$ cat src/rtl/rxr_pkg.sv
package rxr_pkg;

  typedef enum logic [2:0] {
    ST_IDLE,
    ST_SCAN_WT,
    ST_SRCH_RD,
    ST_SRCH_WT,
    ST_DATA,
    ST_LEN,
    ST_FLAG,
    ST_DROP
  } rxr_state_e;

  localparam logic [7:0] FLAG_HANDED = 8'h80;
  localparam logic [7:0] FLAG_DONE   = 8'h03;
  localparam int DESC_WORDS = 4;
  localparam int FLAG_OFS   = 1;
  localparam int CNT_OFS    = 3;

  function automatic logic [15:0] swap16(input logic [15:0] v);
    return {v[7:0], v[15:8]};
  endfunction

endpackage

$ cat src/rtl/rxr_own_map.sv
module rxr_own_map #(
  parameter int RING_LOG = 4,
  parameter int CAP_W    = 16,
  parameter int CAPACITY = 1544
) (
  input  logic                clk,
  input  logic                rst_n,
  input  logic                stopped,
  input  logic                scan_adv,
  input  logic                wr_en,
  input  logic [RING_LOG-1:0] wr_idx,
  input  logic                wr_owned,
  output logic [RING_LOG-1:0] scan_ptr,
  output logic [CAP_W-1:0]    capacity
);
  localparam int ENTRIES = 1 << RING_LOG;

  logic [ENTRIES-1:0] owned;

  always_ff @(posedge clk or negedge rst_n) begin
    if (!rst_n) begin
      owned    <= '0;
      scan_ptr <= '0;
    end else begin
      if (wr_en) owned[wr_idx] <= wr_owned;
      if (scan_adv) scan_ptr <= scan_ptr + 1'b1;
    end
  end

  assign capacity = (!stopped && (|owned)) ? CAP_W'(CAPACITY) : '0;

endmodule

$ cat src/rtl/rxr_byte_pack.sv
module rxr_byte_pack #(
  parameter int LANES = 2,
  localparam int OFS_W = (LANES > 1) ? $clog2(LANES) : 1
) (
  input  logic             en,
  input  logic [7:0]       byte_in,
  input  logic [OFS_W-1:0] ofs,
  output logic [8*LANES-1:0] wdata,
  output logic [LANES-1:0]   strb
);
  for (genvar g = 0; g < LANES; g++) begin : g_lane
    logic sel;
    assign sel = en && (ofs == OFS_W'(LANES - 1 - g));
    assign wdata[8*g +: 8] = sel ? byte_in : 8'h00;
    assign strb[g] = sel;
  end
endmodule

$ cat src/rtl/rx_ring_engine.sv
module rx_ring_engine
  import rxr_pkg::*;
#(
  parameter int RING_LOG  = 4,
  parameter int AW        = 16,
  parameter int BUF_BYTES = 1544,
  parameter int DESC_BASE = 0,
  parameter int BUF_BASE  = 64
) (
  input  logic          clk,
  input  logic          rst_n,
  input  logic          stopped,
  input  logic          in_valid,
  input  logic [7:0]    in_data,
  input  logic          in_last,
  output logic          in_ready,
  output logic          mem_re,
  output logic          mem_we,
  output logic [AW-1:0] mem_addr,
  output logic [15:0]   mem_wdata,
  output logic [1:0]    mem_wstrb,
  input  logic [15:0]   mem_rdata,
  output logic          rx_done,
  output logic [15:0]   capacity
);
  localparam int BUF_WORDS = (BUF_BYTES + 1) / 2;
  localparam logic [15:0] BUF_LIMIT = 16'(BUF_BYTES);

  rxr_state_e state;
  logic [RING_LOG-1:0] idx, cur, stop_at, slot, scan_ptr;
  logic [15:0] cnt;
  logic hit, room, store_beat;
  logic map_wr, map_owned, scan_adv;
  logic [RING_LOG-1:0] map_idx;
  logic [15:0] pack_wdata;
  logic [1:0]  pack_strb;
  logic unused_lo;

  assign unused_lo = ^mem_rdata[7:0];
  assign hit  = (mem_rdata[15:8] == FLAG_HANDED);
  assign room = (cnt < BUF_LIMIT);
  assign store_beat = (state == ST_DATA) && in_valid && room;

  function automatic logic [AW-1:0] desc_word(input logic [RING_LOG-1:0] e, input int ofs);
    return AW'(DESC_BASE) + AW'(e) * AW'(DESC_WORDS) + AW'(ofs);
  endfunction

  rxr_own_map #(.RING_LOG(RING_LOG), .CAP_W(16), .CAPACITY(BUF_BYTES)) u_map (
    .clk(clk), .rst_n(rst_n), .stopped(stopped), .scan_adv(scan_adv),
    .wr_en(map_wr), .wr_idx(map_idx), .wr_owned(map_owned),
    .scan_ptr(scan_ptr), .capacity(capacity)
  );

  rxr_byte_pack #(.LANES(2)) u_pack (
    .en(store_beat), .byte_in(in_data), .ofs(cnt[0]),
    .wdata(pack_wdata), .strb(pack_strb)
  );

  // Map updates: scan capture, search capture, clear on completion
  always_comb begin
    map_wr = 1'b0; map_owned = 1'b0; map_idx = scan_ptr; scan_adv = 1'b0;
    case (state)
      ST_SCAN_WT: begin map_wr = 1'b1; map_owned = hit; scan_adv = 1'b1; end
      ST_SRCH_WT: begin map_wr = 1'b1; map_owned = hit; map_idx = cur; end
      ST_FLAG:    begin map_wr = 1'b1; map_owned = 1'b0; map_idx = slot; end
      default: ;
    endcase
  end

  // Memory port and stream handshake
  always_comb begin
    mem_re = 1'b0; mem_we = 1'b0; mem_addr = '0; mem_wdata = '0; mem_wstrb = '0;
    in_ready = 1'b0;
    case (state)
      ST_IDLE: begin
        mem_re   = !in_valid;
        mem_addr = desc_word(scan_ptr, FLAG_OFS);
      end
      ST_SRCH_RD: begin
        mem_re   = 1'b1;
        mem_addr = desc_word(cur, FLAG_OFS);
      end
      ST_DATA: begin
        in_ready  = 1'b1;
        mem_we    = store_beat;
        mem_addr  = AW'(BUF_BASE) + AW'(slot) * AW'(BUF_WORDS) + AW'(cnt[15:1]);
        mem_wdata = pack_wdata;
        mem_wstrb = pack_strb;
      end
      ST_LEN: begin
        mem_we    = 1'b1;
        mem_addr  = desc_word(slot, CNT_OFS);
        mem_wdata = swap16(cnt);
        mem_wstrb = 2'b11;
      end
      ST_FLAG: begin
        mem_we    = 1'b1;
        mem_addr  = desc_word(slot, FLAG_OFS);
        mem_wdata = {FLAG_DONE, 8'h00};
        mem_wstrb = 2'b10;
      end
      ST_DROP: in_ready = 1'b1;
      default: ;
    endcase
  end

  assign rx_done = (state == ST_FLAG);

  always_ff @(posedge clk or negedge rst_n) begin
    if (!rst_n) begin
      state   <= ST_IDLE;
      idx     <= '0;
      cur     <= '0;
      stop_at <= '0;
      slot    <= '0;
      cnt     <= '0;
    end else begin
      case (state)
        ST_IDLE: begin
          if (in_valid) begin
            cur     <= idx;
            stop_at <= idx - 1'b1;
            state   <= stopped ? ST_DROP : ST_SRCH_RD;
          end else begin
            state <= ST_SCAN_WT;
          end
        end
        ST_SCAN_WT: state <= ST_IDLE;
        ST_SRCH_RD: state <= ST_SRCH_WT;
        ST_SRCH_WT: begin
          if (hit) begin
            slot  <= cur;
            cnt   <= '0;
            state <= ST_DATA;
          end else if (cur + 1'b1 == stop_at) begin
            state <= ST_DROP;
          end else begin
            cur   <= cur + 1'b1;
            state <= ST_SRCH_RD;
          end
        end
        ST_DATA: begin
          if (in_valid) begin
            if (room) cnt <= cnt + 1'b1;
            if (in_last) state <= ST_LEN;
          end
        end
        ST_LEN: state <= ST_FLAG;
        ST_FLAG: begin
          idx   <= idx + 1'b1;
          state <= ST_IDLE;
        end
        ST_DROP: if (in_valid && in_last) state <= ST_IDLE;
        default: state <= ST_IDLE;
      endcase
    end
  end

  // Guards
  p_done_pulse_r6: assert property (@(posedge clk) disable iff (!rst_n)
    rx_done |=> !rx_done);
  p_idx_step_r6: assert property (@(posedge clk) disable iff (!rst_n)
    rx_done |=> (idx == $past(idx) + 1'b1));
  p_flag_word_r5: assert property (@(posedge clk) disable iff (!rst_n)
    rx_done |-> (mem_we && mem_wstrb == 2'b10 && mem_wdata == 16'h0300));
  p_count_before_flag_r5: assert property (@(posedge clk) disable iff (!rst_n)
    rx_done |-> ($past(mem_we) && $past(mem_wstrb) == 2'b11));
  p_read_blocks_ready_r8: assert property (@(posedge clk) disable iff (!rst_n)
    mem_re |-> !in_ready);
  p_drop_silent_r7: assert property (@(posedge clk) disable iff (!rst_n)
    (state == ST_DROP) |-> !mem_we);
  p_single_access_r4: assert property (@(posedge clk) disable iff (!rst_n)
    !(mem_we && mem_re));
  p_stopped_no_cap_r10: assert property (@(posedge clk) disable iff (!rst_n)
    (stopped && state == ST_IDLE && in_valid) |=> !mem_we);

endmodule

$ cat config.mk
export PLATFORM = sky130hd
export DESIGN_NAME = rx_ring_engine
export DESIGN_NICKNAME = d
export VERILOG_FILES = /design/src/rtl/rxr_pkg.sv /design/src/rtl/rxr_own_map.sv /design/src/rtl/rxr_byte_pack.sv /design/src/rtl/rx_ring_engine.sv
export SDC_FILE = /design/constraint.sdc
export NUM_CORES = 1
export LEC_CHECK = 0
export CAP_MARGIN = 20
export CORE_MARGIN = 2
export CORE_UTILIZATION = 30
export DETAILED_ROUTE_END_ITERATION = 7
export HOLD_SLACK_MARGIN = 0.02
export PLACE_DENSITY = 0.47
export SYNTH_ARGS = -nofsm -noshare
export SYNTH_HDL_FRONTEND = slang
export SYNTH_SLANG_ARGS = --single-unit
$ cat constraint.sdc
create_clock -name clk -period 6.05 [get_ports clk]
set_input_delay 0.605 -clock clk [delete_from_list [all_inputs] [get_ports clk]]
set_output_delay 0.605 -clock clk [all_outputs]
set_load 0.02 [all_outputs]
==> results by group, run 1 <==
Status
  – Result of the run: completed

Power
  – Power Density: 337 nW/um2
  – Part of the total power dissipated in the clock network: 0.206
  – Net switching power of the design: 0.714 mW
  – Largest voltage drop on the vdd net: between 0.15 and 0.2 mV
  – Power Internal: 0.987 mW
  – Cell leakage power: around 2.3 nW
  – Part of the power in registers: 0.352
  – Relative contribution of combinational cells to total power: 0.442
  – Switching Share: 0.420

Floorplan
  – Die area: 14900 um2
  – Placeable core region: around 14000 um2
  – Count of standard-cell rows: 43
  – Height of the chip: between 100 and 150 um
  – Initial Util: 0.305
  – Count of boundary I/O pins: 83
  – Die X-Extent: roughly 120 um

Worst hold path
  – Min-delay worst type: in2async

Synthesis
  – Warning count from the yosys run: 0
  – Share of synthesized area occupied by flip-flops and latches: 0.328
  – Post-Syn Instances: 460
  – Most used flip-flop cell after synthesis: sky130_fd_sc_hd__dfrtp_1
  – Seq cells post-synth: 55
  – Number of enable flip-flop cells after synthesis: 0
  – Synth async-reset ratio: 1.00
  – Synth Cell Area: 4190 um2
  – Average footprint of a synthesized cell: 9.12 um2
  – Cell variety after synth: 63

Timing
  – Setup repair after global routing missed its margin: no
  – Final critical-path required period: between 4000 and 5000 ps
  – Transition at the pin with the smallest max-transition slack: 943 ps
  – Period utilization: 0.780
  – Setup TNS: 0 ps
  – Count of final setup violators: 0
  – Post-route clock skew: ~4.5 ps
  – Fmax: 212 MHz
  – Number of max-slew violations in the final report: 0
  – Worst hold slack: between 400 and 500 ps
  – Worst-case headroom to the max-slew limit: 0.366
  – Final count of hold timing violations: 0

Placed design
  – IO buf count: 61
  – RD Place Congestion: roughly 0.85
  – HPWL after detailed placement: 8430 um
  – Area of placed instances: between 4000 and 5000 um2
  – Number of instances in the placed design: between 600 and 700

CTS
  – CTS-repair resized insts: 0
  – Post-CTS setup-driven buffer insertion count: 0
  – CTS clk-pin slew, worst paths: about 70 ps
  – Hold buffers post-CTS: 0
  – Clk Tree Root Cell: sky130_fd_sc_hd__clkbuf_16
  – TritonCTS clock tree: yes
  – Count of H-tree levels built during CTS: 2
  – CTS Buf Count: 5
  – Maximum clock path buffer count: 2
  – Clk Latency, worst-skew pair: about 310 ps
  – Clock sink count: 55

Global routing
  – Largest net degree at the start of global routing: 56
  – Wire length of the first global-routing pass: 18400 um
  – Total track usage: 0.159
  – Number of global-route vias before repair: about 3400
  – Antenna violations before repair: 0
  – Grt total ovfl: 0

Finish
  – Layout overhead on the synthesized area: 20.3%
  – Layout net count: 573
  – Fill cell count: approximately 1400
  – Ratio of cells with drive above 1 in the final layout: 0.0922
  – Layout Cell Area excl Fill: 5050 um2
  – Number of antenna cells inserted: 0
  – Most used cells in the layout excluding fill and tap cells: sky130_fd_sc_hd__clkdlybuf4s50_1 (60), sky130_fd_sc_hd__dfrtp_1 (55), sky130_fd_sc_hd__nand2_1 (54)
  – Final cell count without fillers: between 600 and 700
  – Leading cell type in the layout, fill and taps excluded: sky130_fd_sc_hd__clkdlybuf4s50_1

Detailed routing
  – Number of nets with antenna violations after detailed routing: 0
  – WL per Instance: about 17 um
  – Number of iterations in the first detailed-routing pass: 5
  – Detail-routed via count per cell: roughly 5.3
  – Total number of vias: about 3700
  – Detailed router's first-iteration violation count: between 100 and 150
  – Wire length reported by the detailed router: roughly 11000 um
  – DRC viols: 0

Job
  – Reported max-cap violation count: 0

Critical path
  – CP Data Arrival Time: slightly above 4000 ps
  – Required arrival time at the worst endpoint: about 5400 ps
  – Startpoint types: flip-flop
  – Crit path cell chain: inv_1, ha_1, inv_1, ha_1, ha_1, ha_1, ha_1, nand3_1, nor4_1, o211ai_1, a21o_1, a21oi_1, clkdlybuf4s50_1
  – Critical path's top delay family: adder cells
  – Critical Path End Type: output port
  – Delay of the slowest critical-path stage: around 630 ps
  – CP Buf/Inv Count: 3
  – Cell with the largest stage delay on the worst path: sky130_fd_sc_hd__clkdlybuf4s50_1
  – Crit Path Class: reg2out
  – Most prevalent standard cell on the critical path: sky130_fd_sc_hd__ha_1
  – Maximum fanout count along the critical path: 7
[cell usage after synthesis (all sizes together), types with 2 or more instances]
cell    number  area, um2
clkbuf       9       33.8
clkinv       2       7.51
a21o         6       45.0
o21a         2       15.0
nand3       15       75.1
mux4         4       90.1
inv         14       52.6
nor3        17       85.1
nor4         7       43.8
o31a         2       17.5
o21ai       29        145
o41ai        6       52.6
xnor2       15        131
o211ai       3       22.5
a22o        17        150
nand2b       5       31.3
nor2b       12       75.1
a31oi        6       37.5
nand3b       2       18.8
dfrtp       55       1380
a41oi        2       17.5
ha          34        425
a21oi       16       80.1
o31ai        2       15.0
a211oi       3       22.5
nor4b        2       32.5
and2         2       13.8
nor2        31        116
and3         8       50.1
nand4        6       37.5
nand2       54        203
buf         25        189
a221oi       3       38.8
xor2         9       78.8
mux2        15        169
[power by group through the flow]
stage	registers (mW)	logic, mW	clock network [mW]
final	0.599	0.752	0.350
after floorplan	0.522	0.607	0
after global routing	0.619	0.831	0.372
after CTS	0.599	0.755	0.360
after detailed placement	0.606	0.750	0
after global placement	0.604	0.743	0
[worst register-to-register path: stages, from the launching register on]
cell	delay [ps]
sky130_fd_sc_hd__dfrtp_1	860
sky130_fd_sc_hd__nand3b_1	570
sky130_fd_sc_hd__and3_1	380
sky130_fd_sc_hd__a221oi_1	450
sky130_fd_sc_hd__nand2_1	320
sky130_fd_sc_hd__nor3_1	240
sky130_fd_sc_hd__mux2_2	360
[final cells by class]
cell class	instances	area [um2]	area share
inverter	16	60.1	0.0119
clock buffer	6	139	0.0275
tap	180	225	0.0446
sequential	55	1380	0.273
multi-input combinational	367	2580	0.512
timing repair buffer	64	628	0.124
clock inverter	2	35.0	0.00694
[worst paths after layout]
path                              startpoint           endpoint  slack (ps)  depth (start not counted)
hold reg to reg            u_map.scan_ptr[3]  u_map.scan_ptr[3]         500                          1
setup / recovery                     slot[2]       mem_addr[14]        1330                         13
hold / removal                         rst_n         stop_at[3]         440                          2
max in group asynchronous              rst_n     u_map.owned[3]        5120                          2
setup reg to reg                    state[1]    u_map.owned[12]        2750                          6
min in group clk           u_map.scan_ptr[3]  u_map.scan_ptr[3]         500                          1
[routing by layer]
layer / part of all wire / GRT usage / wire length [um] / up-vias
li1: - / - / - / 1758
met1: 0.49 / 0.228 / 5620 / 1810
met2: 0.46 / 0.250 / 5310 / 85
met3: 0.032 / 0.0223 / 363 / 7
met4: 0.012 / 0.0453 / 137 / 0
met5: 0 / 0 / 0 / -
[state kept, by name (all words and copies together), names as in the netlist]
register / cells
u_map.scan_ptr: 4
slot: 4
u_map.owned: 16
cur: 4
stop_at: 4
idx: 4
cnt: 16
state: 3
[logic make-up (layout without fill, tap and decap cells)]
kind of cell / after synthesis / count (layout) / share of synthesized area
AND/OR/NAND/NOR: 167 / 167 / 0.197
multiplexers: 20 / 20 / 0.0641
other: 1 / 13 / 0.000894
AO/OA/AOI/OAI: 108 / 108 / 0.186
adder cells (fa/ha/maj): 35 / 35 / 0.106
buffers and inverters: 50 / 88 / 0.0674
XOR/XNOR: 24 / 24 / 0.0501
flip-flops: 55 / 55 / 0.328
[metrics by stage]
step | power [mW] | util | worst slack [ps]
finish | 1.70 | 0.366 | 1330
floorplan | 1.13 | - | 2410
detailed placement | 1.36 | 0.354 | 1690
CTS | 1.71 | 0.366 | 1320
global placement | 1.35 | 0.354 | 1690
global route | 1.82 | 0.366 | 1060
Power figures use the tool's default switching activity.
==> run 2, diff against run 1 <==
==> constraint.sdc (replaced) <==
create_clock -name clk -period 4.5 [get_ports clk]
set_input_delay 0.45 -clock clk [delete_from_list [all_inputs] [get_ports clk]]
set_output_delay 0.45 -clock clk [all_outputs]
set_load 0.02 [all_outputs]
==> run 2 against run 1 <==
First-iteration DRC count is 41% higher. Worst setup slack worse by 1100 ps. Sequential power is 31% higher. Combinational power is 38% higher. Power is 30% higher. Sequential share of layout area is 0.14 points lower. Core utilization is 0.19 points higher. Sequential cell count stayed put. Cell count is 0.87% higher. Largest power group unchanged.
==> results by group, run 2 (synthesis gave the netlist of run 1 again) <==
CTS
  – CTS Buf Count: 5 (unchanged)
  – Maximum clock path buffer count: 2 (unchanged)
  – Clock sink count: 55 (unchanged)
  – TritonCTS clock tree: yes (unchanged)
  – Post-CTS setup-driven buffer insertion count: 0 (unchanged)
  – Clk Latency, worst-skew pair: 300 ps (was 310 ps)
  – CTS clk-pin slew, worst paths: 70 ps (about the same)
  – Count of H-tree levels built during CTS: 2 (unchanged)
  – Clk Tree Root Cell: sky130_fd_sc_hd__clkbuf_16 (unchanged)

Floorplan
  – Initial Util: 0.305 (unchanged)
  – Height of the chip: 122 um (unchanged)
  – Count of standard-cell rows: 43 (unchanged)
  – Count of boundary I/O pins: 83 (unchanged)
  – Die X-Extent: 122 um (unchanged)
  – Placeable core region: 13800 um2 (unchanged)
  – Die area: 14900 um2 (unchanged)

Detailed routing
  – Wire length reported by the detailed router: 11600 um (was 11400 um)
  – Detailed router's first-iteration violation count: 194 (was 138)
  – Number of iterations in the first detailed-routing pass: 4 (was 5)
  – DRC viols: 0 (unchanged)
  – Total number of vias: 3632 (was 3660)
  – Number of nets with antenna violations after detailed routing: 0 (unchanged)
  – Detail-routed via count per cell: 5.22 (was 5.30)
  – WL per Instance: 16.7 um (was 16.6 um)

Finish
  – Leading cell type in the layout, fill and taps excluded: sky130_fd_sc_hd__clkdlybuf4s50_1 (unchanged)
  – Most used cells in the layout excluding fill and tap cells: sky130_fd_sc_hd__clkdlybuf4s50_1 (60), sky130_fd_sc_hd__dfrtp_1 (55), sky130_fd_sc_hd__nand2_1 (54) (unchanged)
  – Largest registers: cnt x16, u_map.owned x16 (unchanged)
  – Ratio of cells with drive above 1 in the final layout: 0.103 (was 0.0922)
  – Number of antenna cells inserted: 0 (unchanged)
  – Layout net count: 580 (was 573)
  – Layout overhead on the synthesized area: 20.9% (was 20.3%)
  – Fill cell count: 1430 (was 1449)
  – Layout Cell Area excl Fill: 5070 um2 (was 5050 um2)

Power
  – Power Density: 437 nW/um2 (was 337 nW/um2)
  – Largest voltage drop on the vdd net: 0.219 mV (was 0.152 mV)
  – Cell leakage power: 2.29 nW (was 2.27 nW)

Timing
  – Transition at the pin with the smallest max-transition slack: 861 ps (was 943 ps)
  – Number of max-slew violations in the final report: 0 (unchanged)
  – Worst-case headroom to the max-slew limit: 0.425 (was 0.366)
  – Fmax: 235 MHz
  – Final critical-path required period: roughly 4300 ps
  – Post-route clock skew: 6.77 ps (was 4.50 ps)
  – Period utilization: 0.945
  – Setup repair after global routing missed its margin: no (unchanged)
  – Setup TNS: 0 ps (unchanged)
  – Final count of hold timing violations: 0 (unchanged)
  – Count of final setup violators: 0 (unchanged)
  – Final setup slack of the worst path: 248 ps (was 1330 ps)

Global routing
  – Largest net degree at the start of global routing: 38 (was 56)
  – Wire length of the first global-routing pass: 19100 um (was 18400 um)
  – Total track usage: 0.166 (was 0.159)
  – Antenna violations before repair: 0 (unchanged)
  – Number of global-route vias before repair: 3543 (was 3427)
  – Grt total ovfl: 0 (unchanged)

Critical path
  – Maximum fanout count along the critical path: 7 (unchanged)
  – Delay of the slowest critical-path stage: 620 ps (was 630 ps)
  – Critical path's top delay family: adder cells (unchanged)
  – Critical Path End Type: output port (unchanged)
  – Crit Path Class: reg2out (unchanged)
  – Most prevalent standard cell on the critical path: sky130_fd_sc_hd__ha_1 (unchanged)
  – Required arrival time at the worst endpoint: 4050 ps (was 5440 ps)
  – Startpoint types: flip-flop (unchanged)
  – Crit path cell chain: inv_1, ha_1, inv_1, ha_1, ha_1, ha_1, ha_1, nand3_1, nor4_2, o211ai_1, a21o_1, a21oi_1, clkdlybuf4s50_1 (was inv_1, ha_1, inv_1, ha_1, ha_1, ha_1, ha_1, nand3_1, nor4_1, o211ai_1, a21o_1, a21oi_1, clkdlybuf4s50_1)
  – CP Buf/Inv Count: 3 (unchanged)
  – CP Data Arrival Time: 3800 ps (was 4110 ps)
  – Cell with the largest stage delay on the worst path: sky130_fd_sc_hd__clkdlybuf4s50_1 (unchanged)

Worst hold path
  – Min-delay worst type: in2async (unchanged)

Placed design
  – HPWL after detailed placement: 8740 um (was 8430 um)
  – Area of placed instances: 4920 um2 (was 4870 um2)
  – Worst slack at placement: 470 ps (was 1690 ps)
  – IO buf count: 61 (unchanged)
  – RD Place Congestion: 0.845 (was 0.851)

Job
  – Reported max-cap violation count: 0 (unchanged)

Status
  – Result of the run: completed (unchanged)
==> run 2: power breakdown <==
group / switching (mW) / leakage (nW) / internal, mW
registers: 0.175 / 0.721 / 0.606
logic: 0.586 / 1.49 / 0.451
clock network: 0.178 / 0.0727 / 0.218
==> run 2: area by class of cell <==
| cell class | count | area [um2] | share of cell area |
|---|---|---|---|
| Timing Repair Buffer | 71 | 681 | 0.134 |
| Inverter | 16 | 60.1 | 0.0118 |
| Sequential cell | 55 | 1380 | 0.271 |
| Tap cell | 180 | 225 | 0.0444 |
| Clock inverter | 1 | 5.00 | 0.000987 |
| Clock buffer | 6 | 139 | 0.0274 |
| Multi-Input combinational cell | 367 | 2590 | 0.510 |
==> run 2: timing repair <==
action / 4_1_cts / 5_1_grt
endpoints found under the setup margin: 0 / 1
hold buffers: 0 / 0
gates resized for setup: 0 / 1
==> run 2: per-stage QoR <==
step / std cells / hold slack (ps) / power, mW / util
6_report: 696 / 98.8 / 2.22 / 0.368
3_3_place_gp: 689 / 430 / 1.81 / 0.357
5_1_grt: 696 / 133 / 2.41 / 0.368
2_1_floorplan: 472 / 154 / 1.52 / -
3_5_place_dp: 689 / 438 / 1.84 / 0.357
4_1_cts: 696 / 109 / 2.25 / 0.368
==> run 2: per-layer routing <==
metal | track usage | vias to the layer above | part of all wire
met2 | 0.261 | 89 | 0.47
met5 | 0 | - | 0
met3 | 0.0270 | 8 | 0.037
met4 | 0.0460 | 0 | 0.0094
met1 | 0.234 | 1768 | 0.48
li1 | - | 1767 | -
==> run 2: worst paths after layout <==
path,depth (start not counted),slack (ps),startpoint,end
min in group clk,1,500,u_map.scan_ptr[3],u_map.scan_ptr[3]
hold / removal,1,100,rst_n,cur[1]
hold reg to reg,1,500,u_map.scan_ptr[3],u_map.scan_ptr[3]
max in group asynchronous,2,3550,rst_n,idx[0]
setup reg to reg,6,1430,state[2],u_map.owned[12]
setup / recovery,13,250,slot[2],mem_addr[14]
